### src/rtl/updn_evt_pkg.sv
package updn_evt_pkg;

    // Count direction as seen on the synchronized direction pin
    typedef enum logic {
        DIR_UP   = 1'b0,
        DIR_DOWN = 1'b1
    } dir_e;

    // Position of each pin inside the synchronizer vector
    localparam int unsigned PIN_SRC = 0;
    localparam int unsigned PIN_DIR = 1;
    localparam int unsigned PIN_CNT = 2;

endpackage

### src/rtl/evt_pin_sync.sv
module evt_pin_sync #(
    parameter int unsigned WIDTH  = 2,
    parameter int unsigned STAGES = 2
) (
    input  logic             clk_i,
    input  logic             rst_ni,
    input  logic [WIDTH-1:0] pin_i,
    output logic [WIDTH-1:0] lvl_o
);

    typedef struct packed {
        logic [STAGES-1:0][WIDTH-1:0] chain;
    } sync_t;

    sync_t st_d, st_q;

    always_comb begin
        st_d          = st_q;
        st_d.chain[0] = pin_i;
        for (int i = 1; i < STAGES; i++) begin
            st_d.chain[i] = st_q.chain[i-1];
        end
    end

    always_ff @(posedge clk_i or negedge rst_ni) begin
        if (!rst_ni) begin
            st_q <= '0;
        end else begin
            st_q <= st_d;
        end
    end

    assign lvl_o = st_q.chain[STAGES-1];

endmodule

### src/rtl/evt_edge_det.sv
module evt_edge_det (
    input  logic clk_i,
    input  logic rst_ni,
    input  logic lvl_i,
    output logic toggle_o
);

    typedef struct packed {
        logic prev;
    } hist_t;

    hist_t h_d, h_q;

    always_comb begin
        h_d      = h_q;
        h_d.prev = lvl_i;
    end

    always_ff @(posedge clk_i or negedge rst_ni) begin
        if (!rst_ni) begin
            h_q <= '0;
        end else begin
            h_q <= h_d;
        end
    end

    // Any change of level, rising or falling, is one step
    assign toggle_o = lvl_i ^ h_q.prev;

endmodule

### src/rtl/evt_count_core.sv
module evt_count_core
    import updn_evt_pkg::*;
#(
    parameter int unsigned CNT_W = 16
) (
    input  logic             clk_i,
    input  logic             rst_ni,
    input  logic             load_i,
    input  logic [CNT_W-1:0] load_val_i,
    input  logic             en_wr_i,
    input  logic             en_val_i,
    input  logic             step_i,
    input  logic             dir_i,
    output logic [CNT_W-1:0] cnt_o,
    output logic             en_o,
    output logic             irq_o,
    output logic             dma_o
);

    localparam logic [CNT_W-1:0] CNT_MAX = {CNT_W{1'b1}};
    localparam logic [CNT_W-1:0] CNT_ONE = CNT_W'(1);

    typedef struct packed {
        logic [CNT_W-1:0] cnt;
        logic             en;
        logic             irq;
        logic             dma;
    } core_t;

    core_t c_d, c_q;
    logic  wrap;

    always_comb begin
        c_d     = c_q;
        c_d.irq = 1'b0;
        c_d.dma = 1'b0;
        wrap    = 1'b0;

        if (en_wr_i) begin
            c_d.en = en_val_i;
        end

        if (load_i) begin
            c_d.cnt = load_val_i;
        end else if (c_q.en && step_i) begin
            if (dir_e'(dir_i) == DIR_DOWN) begin
                c_d.cnt = c_q.cnt - CNT_ONE;
                wrap    = (c_q.cnt == '0);
            end else begin
                c_d.cnt = c_q.cnt + CNT_ONE;
                wrap    = (c_q.cnt == CNT_MAX);
            end
            c_d.irq = wrap;
            c_d.dma = wrap;
        end
    end

    always_ff @(posedge clk_i or negedge rst_ni) begin
        if (!rst_ni) begin
            c_q <= '0;
        end else begin
            c_q <= c_d;
        end
    end

    assign cnt_o = c_q.cnt;
    assign en_o  = c_q.en;
    assign irq_o = c_q.irq;
    assign dma_o = c_q.dma;

endmodule

### src/rtl/updn_event_counter.sv
module updn_event_counter
    import updn_evt_pkg::*;
#(
    parameter int unsigned CNT_W       = 16,
    parameter int unsigned SYNC_STAGES = 2
) (
    input  logic             clk_i,
    input  logic             rst_ni,
    input  logic             load_i,
    input  logic [CNT_W-1:0] load_val_i,
    input  logic             en_wr_i,
    input  logic             en_val_i,
    input  logic             src_pin_i,
    input  logic             dir_pin_i,
    output logic [CNT_W-1:0] cnt_o,
    output logic             irq_o,
    output logic             dma_o
);

    logic [PIN_CNT-1:0] pins_raw;
    logic [PIN_CNT-1:0] pins_lvl;
    logic               src_step;
    logic               dir_lvl;
    logic               run_en;

    always_comb begin
        pins_raw          = '0;
        pins_raw[PIN_SRC] = src_pin_i;
        pins_raw[PIN_DIR] = dir_pin_i;
    end

    evt_pin_sync #(
        .WIDTH  (PIN_CNT),
        .STAGES (SYNC_STAGES)
    ) u_sync (
        .clk_i  (clk_i),
        .rst_ni (rst_ni),
        .pin_i  (pins_raw),
        .lvl_o  (pins_lvl)
    );

    evt_edge_det u_edge (
        .clk_i    (clk_i),
        .rst_ni   (rst_ni),
        .lvl_i    (pins_lvl[PIN_SRC]),
        .toggle_o (src_step)
    );

    assign dir_lvl = pins_lvl[PIN_DIR];

    evt_count_core #(
        .CNT_W (CNT_W)
    ) u_core (
        .clk_i      (clk_i),
        .rst_ni     (rst_ni),
        .load_i     (load_i),
        .load_val_i (load_val_i),
        .en_wr_i    (en_wr_i),
        .en_val_i   (en_val_i),
        .step_i     (src_step),
        .dir_i      (dir_lvl),
        .cnt_o      (cnt_o),
        .en_o       (run_en),
        .irq_o      (irq_o),
        .dma_o      (dma_o)
    );

endmodule

### config.mk
export PLATFORM = sky130hd
export DESIGN_NAME = updn_event_counter
export DESIGN_NICKNAME = d
export VERILOG_FILES = /design/src/rtl/updn_evt_pkg.sv /design/src/rtl/evt_pin_sync.sv /design/src/rtl/evt_edge_det.sv /design/src/rtl/evt_count_core.sv /design/src/rtl/updn_event_counter.sv
export SDC_FILE = /design/constraint.sdc
export NUM_CORES = 1
export LEC_CHECK = 0
export CAP_MARGIN = 20
export CORE_ASPECT_RATIO = 1.5
export CORE_MARGIN = 2
export CORE_UTILIZATION = 45
export DETAILED_ROUTE_END_ITERATION = 10
export GPL_ROUTABILITY_DRIVEN = 1
export GPL_TIMING_DRIVEN = 0
export HOLD_SLACK_MARGIN = 0.02
export PLACE_DENSITY = 0.77
export SYNTH_ARGS = -nofsm -noshare
export SYNTH_HDL_FRONTEND = slang
export SYNTH_SLANG_ARGS = --single-unit
export TNS_END_PERCENT = 5
### constraint.sdc
create_clock -name clk_i -period 2.7 [get_ports clk_i]
set_input_delay 0.27 -clock clk_i [delete_from_list [all_inputs] [get_ports clk_i]]
set_output_delay 0.27 -clock clk_i [all_outputs]
set_load 0.01 [all_outputs]
Word-level counts from Yosys, hierarchy flattened
Index checks and enable logic that the tools add are counted.
{"block": "totals", "wordCells": 20, "in_bits": 23, "reg_bits": 24, "out_inout_bits": 18}
{"block": "classes", "n_reduce_logical": 3, "n_mux": 6, "addsub": 2, "bitwise_logic": 1, "eq_ne": 1}
{"op": "2-to-1 mux 16 bit", "count": 3}
{"op": "adder 16 x 1 -> 16 bit, second input constant", "count": 1}
{"op": "== test 16 bit, second input constant", "count": 1}
{"op": "zero test 16 bit", "count": 1}
{"op": "subtractor 16 x 1 -> 16 bit, second input constant", "count": 1}
{"op": "2-to-1 mux 2 bit", "count": 2}
{"op": "nonzero test 2 bit", "count": 1}
{"op": "logical AND 1 bit", "count": 1}
{"op": "2-to-1 mux 1 bit", "count": 1}
{"op": "XOR 1 bit", "count": 1}

Longest topological paths before layout
{"block": "logic_depth", "ltp_word": 4, "mapped_depth": 10, "mapped_depth_nobuf": 9}

By module
A second synthesis with hierarchy kept.
{"block": "unflattened", "cells_unflattened": 204, "area_unflattened_um2": 1805.5}
{"module": "evt_count_core", "seq_area_each_um2": 450.4, "instances": 1, "area_per_inst_um2": 1671.6, "cells_each": 198}
{"module": "evt_pin_sync", "seq_area_each_um2": 100.1, "instances": 1, "area_per_inst_um2": 100.1, "cells_each": 4}
{"module": "evt_edge_det", "seq_area_each_um2": 25.0, "instances": 1, "area_per_inst_um2": 33.8, "cells_each": 2}

Worst setup path before layout
Ideal clock, no wire load.
{"block": "synth_path", "path_type": "reg2reg", "startpoint": "reg u_sync.st_q (netlist bit u_sync.lvl_o[1])", "endpoint": "reg u_core.c_q (netlist bit u_core.cnt_o[10])", "stages_incl_launch_ff": 10, "setup_time_ns": 0.125, "arrival_time_ns": 2.397, "period_less_slack_ns": 2.522, "path_buffers": 0, "slack_ns": 0.178, "required_time_ns": 2.575, "path_cell_list": "dfrtp_1 fa_1 a21oi_1 o21ai_1 a21oi_1 nor2_1 o41ai_2 xor2_1 o21ai_1 mux2_2"}
{"block": "synth_via", "elab_chain_len": 3}
{"element": "from (decl)", "line_no": "evt_pin_sync.sv:15", "text": "sync_t st_d, st_q;"}
{"element": "from (signal assigned)", "line_no": "evt_pin_sync.sv:29", "text": "st_q <= st_d;"}
{"element": "2-to-1 mux 16 bit", "line_no": "evt_count_core.sv:46", "text": "if (dir_e'(dir_i) == DIR_DOWN) begin"}
{"element": "2-to-1 mux 16 bit", "line_no": "evt_count_core.sv:45", "text": "end else if (c_q.en && step_i) begin"}
{"element": "2-to-1 mux 16 bit", "line_no": "evt_count_core.sv:43", "text": "if (load_i) begin"}
{"element": "to (signal assigned)", "line_no": "evt_count_core.sv:60", "text": "c_q <= '0;"}
{"element": "to (signal assigned)", "line_no": "evt_count_core.sv:62", "text": "c_q <= c_d;"}
{"element": "to (decl)", "line_no": "evt_count_core.sv:30", "text": "core_t c_d, c_q;"}
No other way between the ends. The select of a mux whose other input is x is not followed.
A chain may end at the register's enable or synchronous reset.

Worst setup path in the final report
{"block": "layout_path", "startpoint": "reg u_sync.st_q (netlist bit u_sync.lvl_o[1])", "endpoint": "reg u_core.c_q (netlist bit u_core.cnt_o[15])"}
Same word-level chain as after synthesis.

==> impl_metrics.py <==
metrics = {
    "global_route": {
        "track_usage_pct": 23.0,
        "grt_pass1_wl_um": 7490,
        "grt-ovfl-total": 0,
        "grt_max_degree": 24,
        "first_global_vias": 1631,
        "grt_antenna_before_repair": 0,
    },
    "floorplan": {
        "start_util_pct": 47.4,
        "fp-row-count": 27,
        "fp.dieArea_um2": 4440,
        "io_pins": 41,
        "die_w_um": 55.1,
        "die_h_um": 80.6,
        "coreArea_um2": 3720,
    },
    "synthesis": {
        "yosysSeqAreaShare_pct": 32.7,
        "synth_nets": 233,
        "synth_top_area_share_pct": 32.7,
        "ys_top_cells_by_area": "dfrtp_1 33%, ha_1 9.9%, nand2_1 5.3%",
        "yosysTopAreaCell": "dfrtp_1",
        "avgSynthCellArea_um2": 9.03,
        "synthesis.area_um2": 1760,
        "netlist_instances": 195,
        "yosys_warnings": 0,
        "yosysMostFrequentCell": "nand2_1",
        "ys_ff_latch": 23,
        "synth.distinct_cells": 45,
        "ys_async_sr_fraction_pct": 100,
        "synth_common_cells": "25 x nand2_1, 23 x dfrtp_1, 15 x a21oi_1, 15 x o21ai_0, 14 x ha_1",
        "synth_ff_type": "dfrtp_1",
        "synth-edff-count": 0,
    },
    "placed_design": {
        "dp_hpwl_um": 3350,
        "portBuffers": 40,
        "placed_cell_area_um2": 2220,
        "pre_cts_ws_ns": -0.369,
        "dp.cells": 278,
        "gp_congestion": 0.891,
    },
    "layout": {
        "area_delta_synth_final_pct": 37.0,
        "ff_latch_area_um2": 578,
        "final_core_util_pct": 64.9,
        "final_area_um2": 2410,
        "final.fill_count": 317,
        "fin_cells": 290,
        "drive_above_1_share_pct": 17.4,
        "nets": 286,
        "antennaDiodeCount": 0,
        "multi_input_area_um2": 1170,
    },
    "routing": {
        "wl_per_cell_um": 16.0,
        "drc": 0,
        "drtIter0Drc": 67,
        "route.vias.total": 1682,
        "dr.pass1.iters": 4,
        "wirelength_um": 4630,
        "ant_nets": 0,
        "viasPerCell": 5.80,
    },
    "power": {
        "cellLeakagePower_nw": 1.01,
        "peakVddDrop_v": 0.000412,
        "power_density_nw_per_um2": 576,
    },
    "sta": {
        "hold_viol": 0,
        "tightest_slew_ns": 0.511,
        "finClkSkew_ns": 0.00242,
        "setup_viol": 0,
        "fmaxAchievable_mhz": 382,
        "period_share_pct": 96.9,
        "worst_slack_ns": 0.0834,
        "period_minus_slack_ns": 2.62,
        "hold_slack_ns": 0.289,
        "slew_headroom_pct": 65.9,
        "slew_violations": 0,
        "rsz0062_at_grt": "true",
    },
    "cts": {
        "htreeDepth": 1,
        "cts_tree": "built",
        "worstSkewPairLatency_ns": 0.28,
        "clock_path_buffers": 2,
        "cts_sinks": 23,
        "cts_hold_buf": 0,
        "root_buffer": "clkbuf_8",
        "clkTransAtPathRegs_ns": 0.09,
        "cts_buffers": 3,
    },
    "critical_path": {
        "crit_fanout": 12,
        "r2r_slack_ns": 0.08,
        "crit_arrival_ns": 2.83,
        "r2r-start": "u_sync.lvl_o[1]$_DFF_PN0_",
        "crit_path_end_kind": "register",
        "worstSetupPathType": "reg2reg",
        "r2r_cells": 11,
        "startpoint_type": "register",
        "reg2reg_to": "u_core.cnt_o[15]$_DFFE_PN0P_",
        "crit_required_ns": 2.91,
    },
    "run_status": {
        "status": "finished clean",
    },
    "worst_hold_path": {
        "hold_path.class": "in2async",
    },
    "flow_run": {
        "max_cap_viol_count": 0,
    },
}
## final cells by class
class,count,area share [%]
Inverter,4,0.622
Multi-Input combinational cell,159,48.5
Tap cell,43,2.23
Clock buffer,3,1.71
Timing Repair Buffer,48,20.4
Buffer,9,2.23
Sequential cell,23,24.0
Clock inverter,1,0.311
## power by group
part           internal, mW  switching (mW)
Combinational         0.366           0.340
Sequential            0.389          0.0679
Clock                 0.105           0.124
## sequential cells by signal (all words and copies together) (netlist names)
name          flops
u_edge.h_q        1
u_core.dma_o      1
u_core.en_o       1
u_core.cnt_o     16
u_sync.lvl_o      2
u_sync.st_d       2
## per-layer routing
metal / global-route usage, % / vias up / routed length, um
met5: 0 / - / 0
met4: 8.54 / 0 / 118
met3: 2.42 / 13 / 164
met2: 40.6 / 50 / 2530
met1: 27.5 / 800 / 1820
li1: - / 819 / -
## worst max-delay path, cell delays in order, from the launching register on
cell,delay (ns)
dfrtp_2,0.45
buf_12,0.16
ha_1,0.26
buf_2,0.17
o21ai_1,0.13
a21oi_1,0.09
a221oi_2,0.23
a21bo_4,0.27
a31oi_4,0.18
xnor2_1,0.10
or4_1,0.40
nand3_1,0.10
## worst max path at each step
stage	start	cells after the start	endpoint	slack, ns
floorplan	u_sync.lvl_o[1]$_DFF_PN0_	9	u_core.cnt_o[10]$_DFFE_PN0P_	0.18
global placement	u_sync.lvl_o[1]$_DFF_PN0_	9	u_core.cnt_o[10]$_DFFE_PN0P_	-0.30
detailed placement	u_sync.lvl_o[1]$_DFF_PN0_	9	u_core.cnt_o[10]$_DFFE_PN0P_	-0.37
CTS	u_sync.lvl_o[1]$_DFF_PN0_	10	u_core.cnt_o[15]$_DFFE_PN0P_	0.04
global route	u_core.cnt_o[1]$_DFFE_PN0P_	9	u_core.cnt_o[10]$_DFFE_PN0P_	-0.02
finish	u_sync.lvl_o[1]$_DFF_PN0_	11	u_core.cnt_o[15]$_DFFE_PN0P_	0.08
## layout by cell type, fill, tap and decap left out, types with 2 or more instances in the layout
cell type	Yosys	layout
dfrtp_1	23	21
nand3_1	5	5
xnor2_1	9	9
nor3_1	5	5
buf_6	2	2
xor2_1	5	5
nor3b_1	2	2
a21oi_2	1	5
o21a_1	2	2
dfrtp_2	0	2
clkdlybuf4s50_1	0	40
buf_1	2	2
o211ai_1	2	2
mux2_2	5	5
nor4_1	5	5
inv_1	4	4
clkbuf_8	0	3
o21ai_1	2	3
o21ai_0	15	14
o221ai_1	2	2
a21oi_1	15	11
nand2_1	25	25
buf_4	1	7
mux2i_1	3	3
a21o_1	7	7
ha_1	14	9
clkbuf_1	3	3
nor2_1	12	11
nand4_1	5	5
ha_2	0	4
## stage by stage
step | TNS, ns | power [mW]
2_1_floorplan | 0 | 0.879
3_3_place_gp | -0.594 | 1.08
3_5_place_dp | -0.744 | 1.09
4_1_cts | 0 | 1.34
5_1_grt | -0.0335 | 1.48
6_report | 0 | 1.39
## repair_timing
item / CTS / global route
gates cloned: 0 / 0
endpoints found under the setup margin: 4 / 2
gates resized for setup: 4 / 11
setup buffers: 2 / 5
pin swaps: 1 / 5
## cell families after synthesis
| family | Yosys count | synth area share [%] |
|---|---|---|
| AO/OA/AOI/OAI | 55 | 22.0 |
| XOR/XNOR | 14 | 6.96 |
| adder cells (fa/ha/maj) | 15 | 11.1 |
| buffers and inverters | 13 | 3.91 |
| flip-flops | 23 | 32.7 |
| multiplexers | 8 | 4.90 |
| AND/OR/NAND/NOR | 67 | 18.5 |
No activity file was read; power rests on OpenSTA's default activity.
